## src/rtl/vexdec_pkg.sv

```systemverilog
package vexdec_pkg;

    localparam int BYTE_W  = 8;
    localparam int VVVV_W  = 4;
    localparam int MSEL_W  = 5;
    localparam int PP_W    = 2;

    localparam logic [BYTE_W-1:0] ESC_LONG  = 8'hC4;
    localparam logic [BYTE_W-1:0] ESC_SHORT = 8'hC5;
    localparam logic [BYTE_W-1:0] UD_OPCODE = 8'h0B;

    typedef enum logic [2:0] {
        S_IDLE,
        S_V2_PAY,
        S_V3_PAY1,
        S_V3_PAY2,
        S_OPCODE
    } vex_state_e;

    typedef enum logic [1:0] {
        MAP_LEGACY = 2'd0,
        MAP_0F     = 2'd1,
        MAP_0F38   = 2'd2,
        MAP_0F3A   = 2'd3
    } opmap_e;

    // Every candidate field a payload byte could supply, already un-inverted.
    typedef struct packed {
        logic              rex_r;
        logic              rex_x;
        logic              rex_b;
        logic              rex_w;
        logic              vlen;
        logic [VVVV_W-1:0] vvvv;
        logic [PP_W-1:0]   pp;
        opmap_e            map;
        logic              map_ok;
        logic              reg_form;
    } payload_t;

    // Decoded instruction record held on the outputs.
    typedef struct packed {
        logic              vex_present;
        logic              rex_r;
        logic              rex_x;
        logic              rex_b;
        logic              rex_w;
        logic              vlen;
        logic [VVVV_W-1:0] vvvv;
        logic              pfx_opsize;
        logic              pfx_rep;
        logic              pfx_repne;
        opmap_e            map;
        logic [BYTE_W-1:0] opcode;
        logic              modrm_fwd;
        logic [BYTE_W-1:0] modrm;
    } vex_rec_t;

endpackage

```

## src/rtl/vexdec_payload.sv

```systemverilog
module vexdec_payload
    import vexdec_pkg::*;
(
    input  logic [BYTE_W-1:0] pay_byte,
    output payload_t          fields
);

    localparam int TOP = BYTE_W - 1;

    always_comb begin
        fields.rex_r    = ~pay_byte[TOP];
        fields.rex_x    = ~pay_byte[TOP-1];
        fields.rex_b    = ~pay_byte[TOP-2];
        fields.rex_w    =  pay_byte[TOP];
        fields.vvvv     = ~pay_byte[TOP-1 -: VVVV_W];
        fields.vlen     =  pay_byte[PP_W];
        fields.pp       =  pay_byte[PP_W-1:0];
        fields.reg_form = &pay_byte[TOP -: 2];
        fields.map_ok   = 1'b1;
        unique case (pay_byte[MSEL_W-1:0])
            5'd1:    fields.map = MAP_0F;
            5'd2:    fields.map = MAP_0F38;
            5'd3:    fields.map = MAP_0F3A;
            default: begin
                fields.map    = MAP_0F;
                fields.map_ok = 1'b0;
            end
        endcase
    end

endmodule

```

## src/rtl/vexdec_pp_decode.sv

```systemverilog
module vexdec_pp_decode
    import vexdec_pkg::*;
(
    input  logic [PP_W-1:0] pp,
    output logic            opsize,
    output logic            rep,
    output logic            repne
);

    always_comb begin
        opsize = 1'b0;
        rep    = 1'b0;
        repne  = 1'b0;
        unique case (pp)
            2'b01:   opsize = 1'b1;
            2'b10:   rep    = 1'b1;
            2'b11:   repne  = 1'b1;
            default: ;
        endcase
    end

endmodule

```

## src/rtl/vex_prefix_decoder.sv

```systemverilog
module vex_prefix_decoder
    import vexdec_pkg::*;
(
    input  logic              clk,
    input  logic              rst_n,
    input  logic              long_mode,
    input  logic              in_valid,
    input  logic [BYTE_W-1:0] in_byte,
    output logic              in_ready,
    output logic              done,
    output logic              vex_present,
    output logic              rex_r,
    output logic              rex_x,
    output logic              rex_b,
    output logic              rex_w,
    output logic              vec_len,
    output logic [VVVV_W-1:0] vvvv,
    output logic              pfx_opsize,
    output logic              pfx_rep,
    output logic              pfx_repne,
    output logic [1:0]        op_map,
    output logic [BYTE_W-1:0] opcode,
    output logic              modrm_fwd,
    output logic [BYTE_W-1:0] modrm_byte
);

    vex_state_e state_q, state_d;
    vex_rec_t   rec_q, rec_d;
    logic       done_q, done_d;
    logic       ready_q;
    payload_t   pl;
    logic       pp_opsize, pp_rep, pp_repne;
    logic       accept;
    logic       fallback;

    vexdec_payload u_payload (
        .pay_byte (in_byte),
        .fields   (pl)
    );

    vexdec_pp_decode u_pp (
        .pp     (pl.pp),
        .opsize (pp_opsize),
        .rep    (pp_rep),
        .repne  (pp_repne)
    );

    assign accept   = in_valid && in_ready;
    assign fallback = !long_mode && !pl.reg_form;

    // Next state and next record.
    always_comb begin
        state_d = state_q;
        rec_d   = rec_q;
        done_d  = 1'b0;
        if (accept) begin
            unique case (state_q)
                S_IDLE: begin
                    rec_d = '0;
                    if (in_byte == ESC_SHORT) begin
                        rec_d.vex_present = 1'b1;
                        state_d           = S_V2_PAY;
                    end else if (in_byte == ESC_LONG) begin
                        rec_d.vex_present = 1'b1;
                        state_d           = S_V3_PAY1;
                    end else begin
                        rec_d.opcode = in_byte;
                        rec_d.map    = MAP_LEGACY;
                        done_d       = 1'b1;
                    end
                end
                S_V2_PAY: begin
                    if (fallback) begin
                        rec_d.vex_present = 1'b0;
                        rec_d.opcode      = ESC_SHORT;
                        rec_d.map         = MAP_LEGACY;
                        rec_d.modrm_fwd   = 1'b1;
                        rec_d.modrm       = in_byte;
                        done_d            = 1'b1;
                        state_d           = S_IDLE;
                    end else begin
                        rec_d.rex_r      = pl.rex_r;
                        rec_d.vvvv       = pl.vvvv;
                        rec_d.vlen       = pl.vlen;
                        rec_d.pfx_opsize = pp_opsize;
                        rec_d.pfx_rep    = pp_rep;
                        rec_d.pfx_repne  = pp_repne;
                        rec_d.map        = MAP_0F;
                        state_d          = S_OPCODE;
                    end
                end
                S_V3_PAY1: begin
                    if (fallback) begin
                        rec_d.vex_present = 1'b0;
                        rec_d.opcode      = ESC_LONG;
                        rec_d.map         = MAP_LEGACY;
                        rec_d.modrm_fwd   = 1'b1;
                        rec_d.modrm       = in_byte;
                        done_d            = 1'b1;
                        state_d           = S_IDLE;
                    end else begin
                        rec_d.rex_r = pl.rex_r;
                        rec_d.rex_x = pl.rex_x;
                        rec_d.rex_b = pl.rex_b;
                        rec_d.map   = pl.map;
                        if (pl.map_ok) begin
                            state_d = S_V3_PAY2;
                        end else begin
                            rec_d.opcode = UD_OPCODE;
                            done_d       = 1'b1;
                            state_d      = S_IDLE;
                        end
                    end
                end
                S_V3_PAY2: begin
                    rec_d.rex_w      = pl.rex_w;
                    rec_d.vvvv       = pl.vvvv;
                    rec_d.vlen       = pl.vlen;
                    rec_d.pfx_opsize = pp_opsize;
                    rec_d.pfx_rep    = pp_rep;
                    rec_d.pfx_repne  = pp_repne;
                    state_d          = S_OPCODE;
                end
                S_OPCODE: begin
                    rec_d.opcode = in_byte;
                    done_d       = 1'b1;
                    state_d      = S_IDLE;
                end
                default: state_d = S_IDLE;
            endcase
        end
    end

    // State register.
    always_ff @(posedge clk) begin
        if (!rst_n) begin
            state_q <= S_IDLE;
        end else begin
            state_q <= state_d;
        end
    end

    // Output registers.
    always_ff @(posedge clk) begin
        if (!rst_n) begin
            rec_q   <= '0;
            done_q  <= 1'b0;
            ready_q <= 1'b0;
        end else begin
            rec_q   <= rec_d;
            done_q  <= done_d;
            ready_q <= 1'b1;
        end
    end

    assign in_ready    = ready_q && rst_n;
    assign done        = done_q;
    assign vex_present = rec_q.vex_present;
    assign rex_r       = rec_q.rex_r;
    assign rex_x       = rec_q.rex_x;
    assign rex_b       = rec_q.rex_b;
    assign rex_w       = rec_q.rex_w;
    assign vec_len     = rec_q.vlen;
    assign vvvv        = rec_q.vvvv;
    assign pfx_opsize  = rec_q.pfx_opsize;
    assign pfx_rep     = rec_q.pfx_rep;
    assign pfx_repne   = rec_q.pfx_repne;
    assign op_map      = rec_q.map;
    assign opcode      = rec_q.opcode;
    assign modrm_fwd   = rec_q.modrm_fwd;
    assign modrm_byte  = rec_q.modrm;

    AST_RESET_CLEARS: assert property (@(posedge clk) !rst_n |=> (!done_q && !rec_q.vex_present && rec_q.opcode == '0));
    AST_PFX_EXCLUSIVE: assert property (@(posedge clk) disable iff (!rst_n) $onehot0({pfx_opsize, pfx_rep, pfx_repne}));
    AST_RESERVED_UD: assert property (@(posedge clk) disable iff (!rst_n) (accept && state_q == S_V3_PAY1 && (long_mode || in_byte[7:6] == 2'b11) && in_byte[4:0] != 5'd1 && in_byte[4:0] != 5'd2 && in_byte[4:0] != 5'd3) |=> (done && opcode == UD_OPCODE && op_map == MAP_0F));
    AST_FALLBACK_SHAPE: assert property (@(posedge clk) disable iff (!rst_n) (done && modrm_fwd) |-> (!vex_present && op_map == MAP_LEGACY && (opcode == ESC_LONG || opcode == ESC_SHORT)));
    AST_LONG_NO_FALLBACK: assert property (@(posedge clk) disable iff (!rst_n) (done && $past(long_mode)) |-> !modrm_fwd);
    AST_DONE_IN_IDLE: assert property (@(posedge clk) disable iff (!rst_n) done |-> state_q == S_IDLE);
    AST_IDLE_BEAT_HOLDS: assert property (@(posedge clk) disable iff (!rst_n) !accept |=> ($stable(state_q) && !done));

endmodule

```

## config.mk

```make
export PLATFORM = sky130hd
export DESIGN_NAME = vex_prefix_decoder
export DESIGN_NICKNAME = d
export VERILOG_FILES = /design/src/rtl/vexdec_pkg.sv /design/src/rtl/vexdec_payload.sv /design/src/rtl/vexdec_pp_decode.sv /design/src/rtl/vex_prefix_decoder.sv
export SDC_FILE = /design/constraint.sdc
export NUM_CORES = 1
export LEC_CHECK = 0
export ABC_AREA = 0
export BUFFER_PORTS_ARGS = -buffer_cell sky130_fd_sc_hd__buf_2
export CAP_MARGIN = 10
export CORE_ASPECT_RATIO = 1.1
export CORE_MARGIN = 2
export CORE_UTILIZATION = 45
export CTS_CLUSTER_SIZE = 20
export DETAILED_ROUTE_END_ITERATION = 8
export GPL_TIMING_DRIVEN = 0
export PLACE_DENSITY = 0.69
export SLEW_MARGIN = 20
export SYNTH_ARGS = -nofsm -noshare
export SYNTH_HDL_FRONTEND = slang
export SYNTH_SLANG_ARGS = --single-unit
```

## constraint.sdc

```tcl
create_clock -name clk -period 1.7 [get_ports clk]
set_input_delay 0.34 -clock clk [delete_from_list [all_inputs] [get_ports clk]]
set_output_delay 0.34 -clock clk [all_outputs]
set_load 0.01 [all_outputs]
```

# Yosys cells after proc, flatten, opt, wreduce, memory -nomap -nowiden
# Index checks and enable logic that the tools add are counted.
dict set report word_totals {
  ff_bits 37
  input_bits 12
  word_cells 99
}
dict set report classes {
  n_eq_ne 18
  muxes 38
  n_bitwise 4
  n_reduce_logical 22
}
# cell n
set op_table {}
lappend op_table {{2-to-1 mux 8 bit} 4}
lappend op_table {{case mux 8 bit (4 select lines)} 1}
lappend op_table {{case mux 9 bit (3 select lines)} 1}
lappend op_table {{case mux 8 bit (3 select lines)} 1}
lappend op_table {{2-to-1 mux 17 bit} 1}
lappend op_table {{equality test 8 bit (second input constant)} 2}
lappend op_table {{2-to-1 mux 1 bit} 15}
lappend op_table {{2-to-1 mux 3 bit} 5}
lappend op_table {{case mux 2 bit (3 select lines)} 2}
lappend op_table {{case mux 3 bit (4 select lines)} 1}
lappend op_table {{AND reduction 4 bit} 3}
lappend op_table {{equality test 5 x 2 -> 1 bit (second input constant)} 2}
lappend op_table {{2-to-1 mux 10 bit} 1}
lappend op_table {{AND reduction 2 bit} 5}
lappend op_table {{2-to-1 mux 9 bit} 1}
lappend op_table {{inequality test 2 bit (second input constant)} 4}
lappend op_table {{case mux 2 bit (2 select lines)} 2}
lappend op_table {{equality test 3 x 2 -> 1 bit (second input constant)} 2}
lappend op_table {{inequality test 3 bit (second input constant)} 2}
lappend op_table {{AND reduction 3 bit} 2}
lappend op_table {{nonzero test 3 bit} 2}
lappend op_table {{equality test 5 x 1 -> 1 bit (second input constant)} 1}
lappend op_table {{equality test 2 bit (second input constant)} 2}
lappend op_table {{inverter 4 bit} 1}
lappend op_table {{other kinds (13)} 19}

# Logic depth before layout (Yosys ltp)
dict set report depth {
  ltp_word 6
  depth_mapped 7
}

# Hierarchy
# Synthesis repeated with hierarchy kept, for this count alone.
dict set report unflattened {
  cells_unflattened 209
  hier_area_um2 1764.2
}
# mod n_inst cells_per_inst area_per_inst_um2
set by_module_without_submodules {}
lappend by_module_without_submodules {vex_prefix_decoder 1 190 1642.8}
lappend by_module_without_submodules {vexdec_payload 1 16 98.8}
lappend by_module_without_submodules {vexdec_pp_decode 1 3 22.5}

# Least setup slack after synthesis
# No wires, ideal clock.
dict set report synth_path {
  kind {input to register}
  from {input port in_byte[7]}
  to {register rec_q (netlist bit modrm_byte[6])}
  setup_time_ns 0.117
  arrival_time_ns 1.432
  required_time_ns 1.583
  slack_ns 0.152
  stages 5
  cell_sequence {buf_2 a21o_1 o21ai_1 a31oi_2 a22o_1}
}
dict set report synth_between {
  elab_chain_len 5
  word_cells_on_any_way 6
}
# element line_no
set synth_rtl {}
lappend synth_rtl {{from (decl)} vex_prefix_decoder.sv:8} ;# input logic [BYTE_W-1:0] in_byte,
lappend synth_rtl {{AND reduction 2 bit *} vexdec_payload.sv:18} ;# fields.reg_form = &pay_byte[TOP -: 2];
lappend synth_rtl {{logical NOT 1 bit *} vex_prefix_decoder.sv:49} ;# assign fallback = !long_mode && !pl.reg_form;
lappend synth_rtl {{logical AND 1 bit *} vex_prefix_decoder.sv:49}
lappend synth_rtl {{inequality test 2 bit (no line)} n/a}
lappend synth_rtl {{AND reduction 4 bit (no line) *} n/a}
lappend synth_rtl {{to (signal assigned)} vex_prefix_decoder.sv:150} ;# rec_q <= rec_d;
lappend synth_rtl {{to (decl)} vex_prefix_decoder.sv:28} ;# vex_rec_t rec_q, rec_d;
# Mark *: on every way between the ends. The rest lies on a longest branch, timed or not.
# A chain may end at the register's enable or synchronous reset.

# Worst setup path after layout
dict set report layout_path {
  from {register state_q[0]}
  to {register rec_q (netlist bit rex_x)}
}
dict set report layout_between {
  elab_chain_len 3
  word_cells_on_any_way 6
}
# element line_no
set layout_rtl {}
lappend layout_rtl {{from (decl)} vex_prefix_decoder.sv:27} ;# vex_state_e state_q, state_d;
lappend layout_rtl {{from (signal assigned)} vex_prefix_decoder.sv:139} ;# state_q <= state_d;
lappend layout_rtl {{equality test 3 x 2 -> 1 bit or logical NOT 3 bit (tied branches)} vex_prefix_decoder.sv:57} ;# unique case (state_q)
lappend layout_rtl {{inequality test 2 bit (no line) or nonzero test 2 bit (tied branches)} n/a}
lappend layout_rtl {{AND reduction 3 bit (no line)} n/a}
# Several ways; a longest one is shown, not always the timed one.

==> summary.txt <==
Flow run
  • Max cap viols: 0

Setup path
  • Reg2reg end: rex_x
  • R2r worst-path depth: 5
  • Reg-to-reg slack, setup: ~0.063 ns
  • Buffers & Inverters on Critical Path: 1
  • CP Launch Type: flop
  • Cell Chain, Critical Path: clkbuf_4 -> or2_1 -> a211oi_1 -> mux2i_1 -> nor2_1
  • Top cell family by delay on the critical path: compound AO/OA/AOI/OAI gates
  • CP max stage cell: a211oi_1
  • Worst Setup End Kind: flop
  • CP Class: reg -> reg
  • Critical Path AT: 1.81 ns
  • Crit path max fanout: 8
  • WP data required: roughly 1.9 ns
  • CP peak stage delay: roughly 0.47 ns
  • Worst r2r src: state_q[0]

Synth
  • Cell Area, Synth: between 0.0015 and 0.002 mm^2
  • Simple-gate portion of the synthesized area: between 20% and 30%
  • Post-synthesis mux area share: under 10%
  • Seq/Total Area, Yosys: about two fifths
  • Post-synth EDFFs: 0
  • Synth Register Bits: 37
  • Yosys top cell area share: between 40% and 50%
  • Cell taking the most area after synthesis: dfxtp_1
  • Mapped Cells: 201
  • Synth async-reset ratio: 0%
  • Post-synthesis adder-cell area fraction: 0.552%
  • Main combinational cell family by area after synthesis: compound AO/OA/AOI/OAI gates
  • Syn avg cell area: between 9 and 10 um^2
  • Compound-gate portion of the synthesized area: about a quarter
  • Synthesized Nets: ~210
  • Predominant post-synthesis flop cell: dfxtp_1
  • Yosys warns: 0
  • Library cells used by synthesis: 50
  • Xor-xnor portion of the synthesized cell area: less than 1%
  • Synth top area cells: dfxtp_1, nor2_1, mux2i_1

Power
  • Pwr dens: 769 mW/mm^2
  • Total power: 1.73 mW
  • Maximum vdd drop: between 500 and 600 uV
  • Leak: about 0.98 nW

Layout
  • Layout Cells excl Fill: 307
  • Share of layout cells above drive strength 1: between 30% and 40%
  • ANT cells: 0
  • P&R area growth vs syn: 23.8%
  • Fillers: around 380
  • Register area: 742 um^2
  • Multi-input gate area: 0.00101 mm^2
  • Nets: 266

Hold path
  • HP Class: in -> reg
  • Worst hold path startpoint: rst_n
  • WHS Path Cells: 1
  • Endpoint, Worst Hold: ready_q

GRT
  • Total track usage: approximately 21%
  • Gr busiest metal: met2
  • First-pass GRT wire length: 7610 um
  • Vias in the first global route: ~1600
  • Antenna violations before repair: 0
  • M2 GR Usage: between 30% and 40%
  • Met1 Use GR: a little under a third
  • Grt ovf: 0
  • Pin count of the biggest net entering global routing: 14
  • GRT met3 Usage: under 10%

Outcome
  • Status: finished, final reports clean

Detailed routing
  • Via Count: approximately 1700
  • Drc violations: 0
  • Antenna viol nets, final: 0
  • Initial DRC count: approximately 120
  • Wirelength, routed: ~4700 um
  • TritonRoute pass-1 iters: 4
  • Routed length per placed instance: roughly 15 um
  • Detailed-route vias per instance: between 5 and 6

Place
  • Number of port buffers: 43
  • Routability congestion estimate: 0.970
  • DP Cell Count: slightly below 300
  • HPWL Detailed: 3410 um

Timing
  • Max Clk Rate: about 610 MHz
  • Tcrit/Tclk final: a little over nine tenths
  • Minimum clock period: roughly 1.6 ns
  • Final Hold Viols: 0
  • Worst slew margin: between 60% and 70%
  • Worst-margin pin slew: around 0.5 ns
  • Hold slack: 0.162 ns
  • Final Max Tran Viols: 0
  • Final setup fails: 0
  • Clk_skew: roughly 0.0080 ns
  • RSZ-0062 raised after global routing: yes

Floorplan
  • Die Wd: 64.5 um
  • CORE AREA: between 0.003 and 0.004 mm^2
  • Die area: 0.00456 mm^2
  • Die height: slightly above 70 um
  • Top Ports: 46
  • Rows: 24
  • Initial Utilization: approximately 46%

Clock tree
  • Clk buf depth: 2
  • Clock net sink count: 37
  • CTS Hold Buffers Added: 0
  • CTS Root Cell: clkbuf_8
  • Num CTS Buffers: 5
  • Clk_lat worst skew: slightly below 0.3 ns
  • H-tree levels: 2
  • CTS tree: built
  • Worst-path clk slew: around 0.080 ns
==> state kept, by name, indices dropped and copies added (netlist names), 2 cells and up <==
name,flops
modrm_byte,8
opcode,8
vvvv,4
state_q,3
op_map,2
==> cells by family (layout without fill, tap and decap cells) <==
logic type	Yosys count	count (layout)
fa+ha+maj	1	1
xor+xnor	1	1
mux	8	8
buf+inv	17	71
compound gates	61	61
simple gates	76	76
flops	37	37
==> how the worst max path moves through the flow <==
stage                          to  slack [ns]  cells past startpoint  startpoint
floorplan           modrm_byte[6]        0.15                      5  in_byte[7]
global placement    modrm_byte[6]       -0.16                      7       rst_n
detailed placement  modrm_byte[5]       -0.18                      7       rst_n
CTS                     opcode[7]        0.03                      4  state_q[2]
global route                rex_b      -0.005                      5  state_q[0]
finish                      rex_x        0.06                      5  state_q[0]
==> placed cells by master, fill, tap and decap left out, drive strengths merged, types with 3 or more instances in the layout <==
| cell | count |
|---|---|
| buf | 56 |
| dfxtp | 37 |
| nor2 | 24 |
| a21oi | 13 |
| nand3 | 13 |
| nand2 | 9 |
| o21ai | 9 |
| clkbuf | 9 |
| mux2i | 8 |
| a22o | 8 |
| nand2b | 6 |
| a211oi | 6 |
| a21o | 5 |
| o211ai | 4 |
| or2 | 4 |
| a31oi | 4 |
| nor3 | 4 |
| o32a | 3 |
| inv | 3 |
==> repair_timing <==
| action | in CTS | in global routing |
|---|---|---|
| setup endpoints to repair | 0 | 29 |
| gates resized for setup | 0 | 13 |
| buffers inserted | 0 | 2 |
==> stage by stage <==
step	TNS, ns	area (um^2)	worst slack (ns)	utilization (%)
2_1_floorplan	0	1810	0.152	-
3_3_place_gp	-1.72	2090	-0.162	53.7
3_5_place_dp	-2.02	2090	-0.181	53.7
4_1_cts	0	2180	0.0270	56.0
5_1_grt	-0.00965	2250	-0.00520	57.5
6_report	0	2250	0.0627	57.5
==> where the power goes <==
group          switching (mW)  total, mW  internal (mW)
combinational           0.118      0.194         0.0764
sequential            0.00929      0.896          0.887
clock                   0.345      0.636          0.291
==> per-layer routing <==
metal | share of wire (%) | routed length, um | vias up
li1 | - | - | 840
met1 | 46 | 2180 | 794
met2 | 46 | 2180 | 60
met3 | 6.6 | 312 | 5
met4 | 0.97 | 46 | 0
met5 | 0 | 0 | -
==> Yosys cell counts (4+ instances only) <==
cell	instances
dfxtp_1	37
nor2_1	23
a21oi_1	13
nand3_1	12
nand2_1	9
a22o_1	8
mux2i_1	8
nand2b_1	6
a211oi_1	5
a21o_1	5
buf_2	5
buf_4	5
o21ai_0	5
o211ai_1	4
o21ai_1	4
==> area by class of cell <==
class,instances,share of cell area [%]
Multi-Input combinational cell,147,45.1
Sequential cell,37,33.0
Timing Repair Buffer,46,10.5
Buffer,14,4.01
Clock buffer,5,3.06
Tap cell,52,2.90
Clock inverter,3,0.947
Inverter,3,0.501
Note: power is estimated with default switching activity, not from simulation.
